$ cat src/rtl/temp_trip_pkg.sv
package temp_trip_pkg;

    typedef enum logic [1:0] {
        ADDR_CFG  = 2'd0,
        ADDR_HIGH = 2'd1,
        ADDR_LOW  = 2'd2,
        ADDR_CRIT = 2'd3
    } reg_addr_e;

    typedef enum logic {
        ST_SENSE = 1'b0,
        ST_SLEEP = 1'b1
    } ctl_state_e;

    localparam int CFG_LOCK_WIN_BIT  = 6;
    localparam int CFG_LOCK_CRIT_BIT = 7;
    localparam int CFG_SLEEP_BIT     = 8;
    localparam int CFG_HYST_LO_BIT   = 9;

    localparam int NUM_TRIPS = 3;
    localparam int TRIP_HIGH = 0;
    localparam int TRIP_LOW  = 1;
    localparam int TRIP_CRIT = 2;

    typedef struct packed {
        logic [1:0] hyst_code;
        logic       sleep_req;
        logic       lock_crit;
        logic       lock_win;
    } trip_cfg_t;

    // Hysteresis band in LSB: code 0 -> 0, then 1.5, 3, 6 degrees.
    function automatic int hyst_lsb(input logic [1:0] code, input int frac_bits);
        int base;
        base = 3 << (frac_bits - 1);
        if (code == 2'd0) return 0;
        return base << (int'(code) - 1);
    endfunction

endpackage

$ cat src/rtl/temp_trip_regs.sv
module temp_trip_regs
    import temp_trip_pkg::*;
#(
    parameter int TW = 13,
    parameter int DW = 16
) (
    input  logic                           clk,
    input  logic                           rst_n,
    input  logic                           wr_en,
    input  logic [1:0]                     wr_addr,
    input  logic [DW-1:0]                  wr_data,
    output trip_cfg_t                      cfg,
    output logic [NUM_TRIPS-1:0][TW-1:0]   limits
);

    reg_addr_e addr;
    assign addr = reg_addr_e'(wr_addr);

    always_ff @(posedge clk or negedge rst_n) begin
        if (!rst_n) begin
            cfg    <= '0;
            limits <= '0;
        end else if (wr_en) begin
            unique case (addr)
                ADDR_CFG: begin
                    cfg.hyst_code <= wr_data[CFG_HYST_LO_BIT+1:CFG_HYST_LO_BIT];
                    cfg.sleep_req <= wr_data[CFG_SLEEP_BIT];
                    cfg.lock_win  <= cfg.lock_win  | wr_data[CFG_LOCK_WIN_BIT];
                    cfg.lock_crit <= cfg.lock_crit | wr_data[CFG_LOCK_CRIT_BIT];
                end
                ADDR_HIGH: if (!cfg.lock_win)  limits[TRIP_HIGH] <= wr_data[TW-1:0];
                ADDR_LOW:  if (!cfg.lock_win)  limits[TRIP_LOW]  <= wr_data[TW-1:0];
                ADDR_CRIT: if (!cfg.lock_crit) limits[TRIP_CRIT] <= wr_data[TW-1:0];
            endcase
        end
    end

endmodule

$ cat src/rtl/temp_trip_flag.sv
module temp_trip_flag #(
    parameter int TW       = 13,
    parameter int HW       = 8,
    parameter bit UPPER    = 1'b1
) (
    input  logic          clk,
    input  logic          rst_n,
    input  logic          eval,
    input  logic [TW-1:0] temp,
    input  logic [TW-1:0] limit,
    input  logic [HW-1:0] hyst,
    output logic          flag
);

    localparam int XW = TW + 2;

    logic signed [XW-1:0] t_x;
    logic signed [XW-1:0] lim_x;
    logic signed [XW-1:0] h_x;
    logic signed [XW-1:0] release_thr;
    logic                 trip_hit;
    logic                 release_hit;

    assign t_x   = $signed({{2{temp[TW-1]}}, temp});
    assign lim_x = $signed({{2{limit[TW-1]}}, limit});
    assign h_x   = $signed({{(XW-HW){1'b0}}, hyst});

    generate
        if (UPPER) begin : g_upper
            assign release_thr = lim_x - h_x;
            assign trip_hit    = (t_x >= lim_x);
            assign release_hit = (t_x < release_thr);
        end else begin : g_lower
            assign release_thr = lim_x + h_x;
            assign trip_hit    = (t_x < lim_x);
            assign release_hit = (t_x >= release_thr);
        end
    endgenerate

    always_ff @(posedge clk or negedge rst_n) begin
        if (!rst_n) begin
            flag <= 1'b0;
        end else if (eval) begin
            if (!flag) flag <= trip_hit;
            else if (release_hit) flag <= 1'b0;
        end
    end

endmodule

$ cat src/rtl/temp_trip_cmp.sv
module temp_trip_cmp
    import temp_trip_pkg::*;
#(
    parameter int TW   = 13,
    parameter int DW   = 16,
    parameter int FRAC = 4
) (
    input  logic          clk,
    input  logic          rst_n,
    input  logic          wr_en,
    input  logic [1:0]    wr_addr,
    input  logic [DW-1:0] wr_data,
    input  logic          smp_valid,
    input  logic [TW-1:0] smp_temp,
    output logic          flag_high,
    output logic          flag_low,
    output logic          flag_crit,
    output logic          event_n
);

    localparam int HW = FRAC + 4;

    trip_cfg_t                    cfg;
    logic [NUM_TRIPS-1:0][TW-1:0] limits;
    logic [NUM_TRIPS-1:0]         flags;
    logic [HW-1:0]                hyst_amt;
    ctl_state_e                   state_q, state_d;
    logic                         eval;
    logic                         sleeping;
    logic                         lock_win;
    logic                         lock_crit;
    logic [TW-1:0]                lim_high;
    logic [TW-1:0]                lim_low;
    logic [TW-1:0]                lim_crit;

    temp_trip_regs #(.TW(TW), .DW(DW)) u_regs (
        .clk     (clk),
        .rst_n   (rst_n),
        .wr_en   (wr_en),
        .wr_addr (wr_addr),
        .wr_data (wr_data),
        .cfg     (cfg),
        .limits  (limits)
    );

    assign hyst_amt  = HW'(hyst_lsb(cfg.hyst_code, FRAC));
    assign lock_win  = cfg.lock_win;
    assign lock_crit = cfg.lock_crit;
    assign lim_high  = limits[TRIP_HIGH];
    assign lim_low   = limits[TRIP_LOW];
    assign lim_crit  = limits[TRIP_CRIT];

    // Controller: state register
    always_ff @(posedge clk or negedge rst_n) begin
        if (!rst_n) state_q <= ST_SENSE;
        else        state_q <= state_d;
    end

    always_comb begin
        state_d = state_q;
        unique case (state_q)
            ST_SENSE: if (cfg.sleep_req)  state_d = ST_SLEEP;
            ST_SLEEP: if (!cfg.sleep_req) state_d = ST_SENSE;
        endcase
    end

    // Controller: outputs
    always_comb begin
        eval     = 1'b0;
        sleeping = 1'b0;
        unique case (state_q)
            ST_SENSE: eval     = smp_valid;
            ST_SLEEP: sleeping = 1'b1;
        endcase
    end

    genvar gi;
    generate
        for (gi = 0; gi < NUM_TRIPS; gi++) begin : g_trip
            temp_trip_flag #(
                .TW    (TW),
                .HW    (HW),
                .UPPER (gi != TRIP_LOW)
            ) u_flag (
                .clk   (clk),
                .rst_n (rst_n),
                .eval  (eval),
                .temp  (smp_temp),
                .limit (limits[gi]),
                .hyst  (hyst_amt),
                .flag  (flags[gi])
            );
        end
    endgenerate

    assign flag_high = flags[TRIP_HIGH];
    assign flag_low  = flags[TRIP_LOW];
    assign flag_crit = flags[TRIP_CRIT];
    assign event_n   = ~|flags;

endmodule

$ cat config.mk
export PLATFORM = sky130hd
export DESIGN_NAME = temp_trip_cmp
export DESIGN_NICKNAME = d
export VERILOG_FILES = /design/src/rtl/temp_trip_pkg.sv /design/src/rtl/temp_trip_regs.sv /design/src/rtl/temp_trip_flag.sv /design/src/rtl/temp_trip_cmp.sv
export SDC_FILE = /design/constraint.sdc
export NUM_CORES = 1
export LEC_CHECK = 0
export BUFFER_PORTS_ARGS = -buffer_cell sky130_fd_sc_hd__buf_2
export CAP_MARGIN = 20
export CORE_ASPECT_RATIO = 0.9
export CORE_MARGIN = 2
export CORE_UTILIZATION = 50
export DETAILED_ROUTE_END_ITERATION = 12
export PLACE_DENSITY = 0.69
export SETUP_SLACK_MARGIN = 0.3
export SLEW_MARGIN = 20
export SYNTH_ARGS = -nofsm -noshare
export SYNTH_HDL_FRONTEND = slang
export SYNTH_SLANG_ARGS = --single-unit
$ cat constraint.sdc
create_clock -name clk -period 7.02 [get_ports clk]
set_clock_uncertainty 0.1 [all_clocks]
set_input_delay 0 -clock clk [delete_from_list [all_inputs] [get_ports clk]]
set_output_delay 0 -clock clk [all_outputs]
set_load 0.02 [all_outputs]
==> flow_metrics.env, run 1 <==
export IMPL_grt_max_degree=49
export IMPL_clock_latency_ns=0.30
export IMPL_drive_gt1_frac=0.119
export IMPL_dpl_hpwl_mm=8.43
export IMPL_final_antenna_net_count=0
export IMPL_irDropWorstVdd_mv=0.142
export IMPL_fin_util=0.580
export IMPL_synth_edff_count=0
export IMPL_met1_usage=0.324
export IMPL_crit_type="reg -> reg"
export IMPL_cts_resized=0
export IMPL_ys_warn_count=0
export IMPL_wl_mm=10.3
export IMPL_drtIter0Drc=189
export IMPL_hold_start="wr_addr[0]"
export IMPL_holdPathEnd="u_regs.cfg[3]"
export IMPL_setup_viol_count_final=0
export IMPL_die_y_um=91.9
export IMPL_async_flop_share=1.00
export IMPL_tns_ns=0
export IMPL_grt_usage=0.242
export IMPL_first_global_vias=3733
export IMPL_grt_pass1_wl_mm=17.8
export IMPL_ios=39
export IMPL_io_buffers=35
export IMPL_r2r_end="g_trip[0].u_flag.flag"
export IMPL_grt_met2_usage=0.417
export IMPL_cts_path_max_buffers=2
export IMPL_post_cts_repair_setup_buffers=0
export IMPL_use_met3=0.0351
export IMPL_area_growth_synth_to_final_pct=14.1
export IMPL_pre_cts_slack_ns=2.48
export IMPL_overflow=0
export IMPL_clock_fmax_ghz=0.219
export IMPL_critPathLaunchType="flip-flop"
export IMPL_diodes=0
export IMPL_dominantRegCellSynth="dfrtp_1"
export IMPL_clkTransAtPathRegs_ns=0.09
export IMPL_drc=0
export IMPL_start_util=0.508
export IMPL_crit_required_ns=7.15
export IMPL_period_share=0.651
export IMPL_reg2regPathDepth=14
export IMPL_synth_top_area_share=0.280
export IMPL_cts_hold_buf=14
export IMPL_slew_viol_final=0
export IMPL_hold_path_depth=5
export IMPL_rsz0062_at_grt="false"
export IMPL_cts_buffers_inserted=5
export IMPL_hold_path_class="in -> reg"
export IMPL_max_cap_viol_count=0
export IMPL_cellLeakagePower_uw=0.00240
export IMPL_status="completed"
export IMPL_synthCells=471
export IMPL_reg2reg_from="u_regs.cfg[4]"
export IMPL_rows=32
export IMPL_dp_cells=619
export IMPL_syn_area_um2=4300
export IMPL_synth_seq_cells=48
export IMPL_fillers=775
export IMPL_p_per_area_nw_per_um2=352
export IMPL_r2r_slack_ns=2.45
export IMPL_yosys_top_cells_area="dfrtp_1 28%, ha_1 27%, inv_1 4.4%, nand2_1 3.9%, xnor2_1 3.5%"
export IMPL_end_kind="flip-flop"
export IMPL_drt_wirelength_per_cell_um=16.1
export IMPL_die_area_um2=9350
export IMPL_period_needed_ns=4.57
export IMPL_dr_total_vias=3523
export IMPL_grt_antenna_before_repair=0
export IMPL_timing_hold_ws_ns=0.0966
export IMPL_cts_sinks=48
export IMPL_hold_viol_final=0
export IMPL_grt_busiest_layer="met2"
export IMPL_fin_ws_ns=2.45
export IMPL_syn_nets=599
export IMPL_core_um2=8450
export IMPL_nets=649
export IMPL_yosys_cell_types_count=53
export IMPL_htreeDepth=2
export IMPL_syn_avg_cell_area_um2=9.12
export IMPL_die_w_um=102
export IMPL_crit_fanout=6
export IMPL_cts_tree="yes"
export IMPL_cts_root_buf="clkbuf_8"
export IMPL_post_drt_via_cell_ratio=5.50
export IMPL_worstMarginPinSlew_ns=0.808
export IMPL_layout_cells_non_filler=640
export IMPL_drt_pre_antenna_iters=5
export IMPL_synth_area_leader_cell="dfrtp_1"
export IMPL_area_sequential_um2=1200
export IMPL_finalWeightedCongestion=0.836
export IMPL_multiInputGateArea_um2=2890
export IMPL_worstPathArrival_ns=4.70
export IMPL_yosysSeqAreaShare=0.280
export IMPL_slew_headroom=0.459
[sequential cells by signal (all words and copies together) (netlist names)]
| register | cells |
|---|---|
| state_q | 1 |
| u_regs.cfg | 5 |
| g_trip.u_flag.flag | 3 |
| u_regs.limits | 39 |
[cell usage after synthesis (7+ instances only)]
cell type  number
ha_1           92
nand2_1        45
dfrtp_1        48
o21ai_1        10
a21oi_1        26
xnor2_1        17
a211oi_1        7
nor2_1         16
clkbuf_1        9
mux2_1          9
inv_1          50
a21o_1         14
o21ai_0        27
mux2_2          7
nor3_1         16
[power breakdown]
part | internal [uW] | switching (uW)
Clock | 140 | 94.4
Combinational | 478 | 562
Sequential | 375 | 74.2
[layout make-up]
class                   count  share of cell area
multi-input cells         364               0.590
repair buffers             52              0.0695
clock buffers               5              0.0140
clock inverters             2              0.0123
well taps                 119              0.0304
inverters                  50              0.0383
flip-flops and latches     48               0.245
[worst max-delay path by stage]
| stage | startpoint | to | slack (ns) |
|---|---|---|---|
| detailed placement | u_regs.cfg[4] | g_trip[0].u_flag.flag | 2.48 |
| global route | u_regs.cfg[4] | g_trip[0].u_flag.flag | 2.20 |
| CTS | u_regs.cfg[4] | g_trip[0].u_flag.flag | 2.46 |
| floorplan | u_regs.cfg[4] | g_trip[0].u_flag.flag | 2.95 |
| global placement | u_regs.cfg[4] | g_trip[0].u_flag.flag | 2.57 |
| finish | u_regs.cfg[4] | g_trip[0].u_flag.flag | 2.45 |
[placed cells by master (no fill, tap or decap), drive strengths merged, types with 2 or more instances in the layout]
master,instances
o211ai,5
nor2b,5
ha,92
mux2,16
a211oi,8
o21a,6
o21bai,2
nand2,45
a31oi,5
a21o,14
dfrtp,48
clkbuf,5
or2,4
a2111oi,3
nor3,16
dlygate4sd3,14
mux2i,3
nand4,3
o41ai,2
nand3,6
o21ai,37
o31ai,3
buf,38
xor2,3
bufinv,2
inv,50
and3,3
a21oi,26
nand2b,4
or3,2
o211a,2
xnor2,17
nor2,17
[logic make-up after synthesis]
group                      share of synthesized area
AOI/OAI and AO/OA                              0.180
xor gates and xnor gates                      0.0408
adders and majority gates                      0.273
buffers and inverters                         0.0516
DFF                                            0.280
muxes                                         0.0489
and+or+nand+nor                                0.126
[per-layer routing]
layer / up-vias / routed length, um
li1: 1774 / -
met4: 0 / 78
met2: 67 / 5030
met1: 1674 / 4760
met3: 8 / 421
met5: - / 0
[critical path, stage by stage, from the launching register on]
cell and delay (ns):
dfrtp_1 0.44, inv_1 0.22, ha_1 0.34, or4b_2 0.75, ha_1 0.27, or3_1 0.36
o31ai_2 0.33, xnor2_1 0.12, ha_1 0.30, nand2_1 0.07, a2111oi_1 0.37, a21oi_1 0.16
o2111a_1 0.26, o211a_1 0.21, a211oi_2 0.18
[metrics by stage]
stage          total power (uW)  instance area, um2
6_report                   1720                4900
5_1_grt                    1920                4900
4_1_cts                    1740                4900
3_5_place_dp               1490                4630
3_3_place_gp               1430                4630
2_1_floorplan              1240                4300
Power figures use the tool's default switching activity.
==> run 2, diff against run 1 <==
--- a/config.mk
+++ b/config.mk
@@ -11,7 +11,7 @@
 export CORE_MARGIN = 2
 export CORE_UTILIZATION = 50
 export DETAILED_ROUTE_END_ITERATION = 12
-export PLACE_DENSITY = 0.69
+export PLACE_DENSITY = 0.72
 export SETUP_SLACK_MARGIN = 0.3
 export SLEW_MARGIN = 20
 export SYNTH_ARGS = -nofsm -noshare
==> constraint.sdc (replaced) <==
create_clock -name clk -period 4 [get_ports clk]
set_clock_uncertainty 0.1 [all_clocks]
set_input_delay 0 -clock clk [delete_from_list [all_inputs] [get_ports clk]]
set_output_delay 0 -clock clk [all_outputs]
set_load 0.02 [all_outputs]
==> run 2 against run 1 <==
  * Utilization rose by 3.1 points
  * Flip-flop and latch count did not move
  * Combinational power rose by 100%
  * Worst hold slack got worse by 0.086 ns
  * Sequential power rose by 81%
  * Final cell count rose by 2.3%
  * Die area did not move
  * Maximum frequency rose by 22%
  * Clock power rose by 69%
  * Register-to-register slack got worse by 2.2 ns
==> flow_metrics.env, run 2 (same netlist as run 1, synthesis figures left out) <==
export IMPL_power_frac_comb=0.637
export IMPL_cts_buffers_inserted=5
export IMPL_final_antenna_net_count=0
export IMPL_critPathLaunchType="flip-flop"
export IMPL_ios=39
export IMPL_drc=0
export IMPL_seq_power_share=0.244
export IMPL_post_drt_via_cell_ratio=5.59
export IMPL_grt_antenna_before_repair=0
export IMPL_max_cap_viol_count=0
export IMPL_rsz0062_at_grt="true"
export IMPL_wl_mm=11.0
export IMPL_crit_fanout=3
export IMPL_clock_power_share=0.120
export IMPL_mostFrequentLayoutCells="86 x ha_1, 48 x dfrtp_1, 47 x inv_1"
export IMPL_nets=663
export IMPL_drt_pre_antenna_iters=4
export IMPL_placed_area_um2=4680
export IMPL_worstMarginPinSlew_ns=1.00
export IMPL_wl_met2_mm=5.31
export IMPL_die_w_um=102
export IMPL_fillers=707
export IMPL_die_y_um=91.9
export IMPL_p_per_area_nw_per_um2=645
export IMPL_slew_headroom=0.331
export IMPL_finalWeightedCongestion=0.869
export IMPL_largest_reg_flops=39
export IMPL_reg_top3="u_regs.limits: 39 flops, u_regs.cfg: 5 flops, g_trip.u_flag.flag: 3 flops"
export IMPL_irDropWorstVdd_mv=0.296
export IMPL_route_met3_wl_um=471
export IMPL_cts_path_max_buffers=2
export IMPL_sw_frac_of_total=0.436
export IMPL_first_global_vias=3676
export IMPL_status="completed"
export IMPL_diodes=0
export IMPL_die_area_um2=9350
export IMPL_clock_fmax_ghz=0.267
export IMPL_met1_length_mm=5.09
export IMPL_core_um2=8450
export IMPL_grt_pass1_wl_mm=18.0
export IMPL_period_share=0.936
export IMPL_clkTransAtPathRegs_ns=0.10
export IMPL_layout_commonest_cell="ha_1"
export IMPL_crit_required_ns=4.13
export IMPL_grt_max_degree=49
export IMPL_hold_viol_final=0
export IMPL_drtIter0Drc=167
export IMPL_period_needed_ns=3.75
export IMPL_end_kind="flip-flop"
export IMPL_rows=32
export IMPL_start_util=0.508
export IMPL_finalPower_uw=3330
export IMPL_fin_util=0.611
export IMPL_tns_ns=0
export IMPL_cts_sinks=48
export IMPL_p_switching_uw=1450
export IMPL_maxUsedRoutingLayer="met4"
export IMPL_overflow=0
export IMPL_dr_total_vias=3664
export IMPL_htreeDepth=2
export IMPL_setup_viol_count_final=0
export IMPL_area_growth_synth_to_final_pct=20.2
export IMPL_cellLeakagePower_uw=0.00248
export IMPL_drt_wirelength_per_cell_um=16.8
export IMPL_crit_type="reg -> reg"
export IMPL_drive_gt1_frac=0.190
export IMPL_worstPathArrival_ns=3.88
export IMPL_clock_latency_ns=0.31
export IMPL_fin_area_um2=5160
export IMPL_grt_usage=0.249
export IMPL_io_buffers=35
export IMPL_cts_tree="yes"
export IMPL_dpl_hpwl_mm=8.61
export IMPL_slew_viol_final=0
export IMPL_cts_root_buf="clkbuf_8"
export IMPL_top_register="u_regs.limits"
export IMPL_hold_path_class="in -> reg"
export IMPL_intPower_uw=1880
-- run 2: cell types whose count changed in the layout (fill, tap and decap cells not counted), moves of 4 or more --
| cell | delta |
|---|---|
| a21oi_1 | -4 |
| buf_4 | +13 |
| ha_1 | -6 |
| ha_4 | +4 |
-- run 2: final cells by class --
cell class | count | area [um2] | area share
inverters | 50 | 188 | 0.0364
repair buffers | 66 | 443 | 0.0858
clock inverters | 1 | 30.0 | 0.00582
clock buffers | 7 | 96.3 | 0.0187
flip-flops and latches | 48 | 1200 | 0.233
multi-input cells | 364 | 3060 | 0.592
well taps | 119 | 149 | 0.0288
-- run 2: per-layer routing --
layer	up-vias	GRT usage
li1	1821	-
met1	1749	0.340
met2	78	0.420
met3	16	0.0297
met4	0	0.0541
met5	-	0
-- run 2: power groups by stage --
stage / Sequential [uW] / Combinational [uW] / Clock, uW
after global routing: 832 / 2380 / 423
after global placement: 805 / 1790 / 0
after detailed placement: 812 / 1860 / 0
final: 811 / 2120 / 398
after CTS: 803 / 1990 / 409
after floorplan: 784 / 1430 / 0
-- run 2: path summary, 6_finish.rpt --
check                              start                    end  slack (ns)  depth (start not counted)
max in group asynchronous          rst_n  g_trip[1].u_flag.flag        3.12                          3
setup reg to reg           u_regs.cfg[3]  g_trip[0].u_flag.flag        0.25                         14
hold reg to reg            u_regs.cfg[2]                state_q        0.29                          0
hold / removal                wr_addr[1]       u_regs.limits[5]        0.01                          3
min in group asynchronous          rst_n      u_regs.limits[14]        0.23                          3
setup / recovery           u_regs.cfg[3]  g_trip[0].u_flag.flag        0.25                         14
-- run 2: critical path, cell delays in order, from the launching register on --
cell       delay [ns]
dfrtp_1          0.42
inv_2            0.11
ha_4             0.22
or4b_4           0.55
ha_4             0.18
or3_4            0.37
o31ai_4          0.26
xnor2_1          0.11
ha_1             0.31
nand2_2          0.08
a2111oi_4        0.30
a21oi_2          0.09
o2111a_1         0.24
o211a_1          0.21
a211oi_2         0.13
-- run 2: timing repair --
action                                 in CTS  in global routing
setup endpoints to repair                   2                  3
hold buffers                               14                  0
resized for setup                           7                 16
endpoints found under the hold margin      92                  0
pin swaps                                  14                  8
buffers inserted                           10                  3
-- run 2: per-stage QoR --
| stage | hold slack [ns] | worst slack (ns) | instances |
|---|---|---|---|
| after floorplan | -0.396 | 0.280 | 471 |
| after global placement | 0.0507 | 0.119 | 620 |
| after detailed placement | 0.0557 | 0.0237 | 620 |
| after CTS | 0.00361 | 0.216 | 652 |
| after global routing | 0.0464 | 0.107 | 655 |
| final | 0.0106 | 0.254 | 655 |
==> run 3, diff against run 2 <==
==> constraint.sdc (replaced) <==
create_clock -name clk -period 3.4 [get_ports clk]
set_clock_uncertainty 0.1 [all_clocks]
set_input_delay 0 -clock clk [delete_from_list [all_inputs] [get_ports clk]]
set_output_delay 0 -clock clk [all_outputs]
set_load 0.02 [all_outputs]
==> run 3 against run 2 <==
  * Final cell count increased by 3.4%
  * Clock-buffer cell count decreased by 2
  * Die area unchanged
  * Flip-flop and latch count unchanged
  * Highest routed layer unchanged
  * Non-clock buffer count increased by 22
  * Global-route usage increased by 1.4 points
  * First-iteration DRC count decreased by 4.2%
  * Wire length increased by 7.7%
  * Utilization increased by 2.2 points
  * The run now ends with negative setup slack left
==> flow_metrics.env, run 3 (same netlist as run 1, synthesis figures left out) <==
export IMPL_r2r_end="g_trip[2].u_flag.flag"
export IMPL_grt_max_degree=26
export IMPL_reg2regPathDepth=16
export IMPL_clock_latency_ns=0.32
export IMPL_cts_tree="yes"
export IMPL_max_cap_viol_count=0
export IMPL_htreeDepth=2
export IMPL_setup_worst_path_end="g_trip[2].u_flag.flag"
export IMPL_diodes=0
export IMPL_period_needed_ns=3.75
export IMPL_drt_pre_antenna_iters=4
export IMPL_wl_mm=11.9
export IMPL_crit_type="reg -> reg"
export IMPL_r2r_slack_ns=-0.35
export IMPL_overflow=0
export IMPL_cts_sinks=48
export IMPL_cp_common_cell="ha_1"
export IMPL_cts_buffers_inserted=5
export IMPL_setup_viol_count_final=3
export IMPL_reg_top3="u_regs.limits: 39 flops, u_regs.cfg: 5 flops, g_trip.u_flag.flag: 3 flops"
export IMPL_start_util=0.508
export IMPL_cellLeakagePower_uw=0.00257
export IMPL_drc=0
export IMPL_cts_path_max_buffers=2
export IMPL_crit_path_max_incr_delay_ns=0.53
export IMPL_clkTransAtPathRegs_ns=0.11
export IMPL_post_drt_via_cell_ratio=5.70
export IMPL_final_antenna_net_count=0
export IMPL_layout_commonest_cell="ha_1"
export IMPL_worst_path_buf_inv=2
export IMPL_worstMarginPinSlew_ns=0.940
export IMPL_hold_path_class="in -> reg"
export IMPL_drive_gt1_frac=0.229
export IMPL_largest_reg_flops=39
export IMPL_irDropWorstVdd_mv=0.288
export IMPL_mostFrequentLayoutCells="86 x ha_1, 48 x dfrtp_1, 47 x inv_1"
export IMPL_cp_startpoint="u_regs.cfg[4]"
export IMPL_critPathLaunchType="flip-flop"
export IMPL_crit_required_ns=3.51
export IMPL_path_cells="inv_2 > buf_4 > ha_1 > or4b_4 > ha_1 > a21oi_2 > and2_4 > nand2_1 > xnor2_1 > ha_1 > a21o_1 > a2111o_1 > a2111oi_2 > o21ai_1 > a21oi_1 > a211oi_1"
export IMPL_rsz0062_at_grt="true"
export IMPL_dpl_hpwl_mm=9.22
export IMPL_hold_viol_final=0
export IMPL_drtIter0Drc=160
export IMPL_clock_fmax_ghz=0.267
export IMPL_end_kind="flip-flop"
export IMPL_cp_top_family="compound AO/OA/AOI/OAI gates"
export IMPL_reg2reg_from="u_regs.cfg[4]"
export IMPL_fin_ws_ns=-0.351
export IMPL_rows=32
export IMPL_core_um2=8450
export IMPL_status="complete, but fails checks"
export IMPL_p_per_area_nw_per_um2=757
export IMPL_slew_headroom=0.370
export IMPL_grt_usage=0.262
export IMPL_nets=685
export IMPL_io_buffers=35
export IMPL_tns_ns=-0.843
export IMPL_finalWeightedCongestion=0.880
export IMPL_drt_wirelength_per_cell_um=17.5
export IMPL_cp_depth=16
export IMPL_ios=39
export IMPL_worstPathArrival_ns=3.86
export IMPL_cp_slowest_cell="or4b_4"
export IMPL_first_global_vias=3893
export IMPL_slew_viol_final=0
export IMPL_die_w_um=102
export IMPL_violations="negative setup slack"
export IMPL_die_y_um=91.9
export IMPL_area_growth_synth_to_final_pct=24.6
export IMPL_dr_total_vias=3861
export IMPL_crit_fanout=3
export IMPL_die_area_um2=9350
export IMPL_fin_util=0.633
export IMPL_grt_antenna_before_repair=0
export IMPL_top_register="u_regs.limits"
export IMPL_grt_pass1_wl_mm=19.1
export IMPL_period_share=1.10
export IMPL_cts_root_buf="clkbuf_8"
## run 3: through the flow
step	hold slack (ns)	instances	cell area [um2]	worst slack, ns	total power, uW
finish	0.0368	677	5350	-0.351	4050
global route	0.0559	677	5350	-0.524	4410
floorplan	-0.396	471	4350	-0.320	2610
global placement	-0.0689	646	4890	-0.282	3230
CTS	0.0309	676	5270	-0.331	3930
detailed placement	-0.0664	646	4890	-0.373	3340
## run 3: power by group
| group | leakage [uW] | total (uW) | switching, uW | internal, uW |
|---|---|---|---|---|
| combinational | 0.00194 | 2630 | 1360 | 1270 |
| sequential | 0.000576 | 958 | 184 | 774 |
| clock | 0.0000548 | 459 | 236 | 222 |
| total | 0.00257 | 4050 | 1780 | 2270 |
## run 3: worst register-to-register path: cells and delay by family, from the launching register on
kind	cells	cell delay [ns]
simple gates	3	0.76
xor+xnor	1	0.13
fa+ha+maj	3	0.68
buf+inv	2	0.21
flops	1	0.37
compound gates	7	1.39
## run 3: layer usage
layer / routed length, um / up-vias / global-route usage
met3: 604 / 34 / 0.0343
met2: 5570 / 117 / 0.428
met1: 5330 / 1853 / 0.354
met5: 0 / - / 0
li1: - / 1857 / -
met4: 361 / 0 / 0.0946
## run 3: repair_timing
| action | 4_1_cts | 5_1_grt |
|---|---|---|
| resized for setup | 12 | 18 |
| hold buffers | 17 | 0 |
| endpoints found under the setup margin | 3 | 3 |
| pin swaps | 14 | 16 |
| endpoints found under the hold margin | 67 | 0 |
| setup buffers | 5 | 1 |
## run 3: final cells by class
type                            instances  area (um2)
Sequential cell                        48        1200
Clock inverter                          3        46.3
Timing Repair Buffer                   88         623
Fill cell                             712        3100
Clock buffer                            5        68.8
Multi-Input combinational cell        364        3070
Inverter                               50         188
Tap cell                              119         149
## run 3: how the worst min path moves through the flow
stage,start,to,cells past startpoint
after detailed placement,rst_n,u_regs.limits[14],1
final,wr_addr[0],u_regs.limits[24],4
after global routing,wr_addr[0],u_regs.limits[21],3
after CTS,wr_addr[0],u_regs.cfg[3],3
after global placement,rst_n,u_regs.limits[14],1
after floorplan,rst_n,g_trip[0].u_flag.flag,0
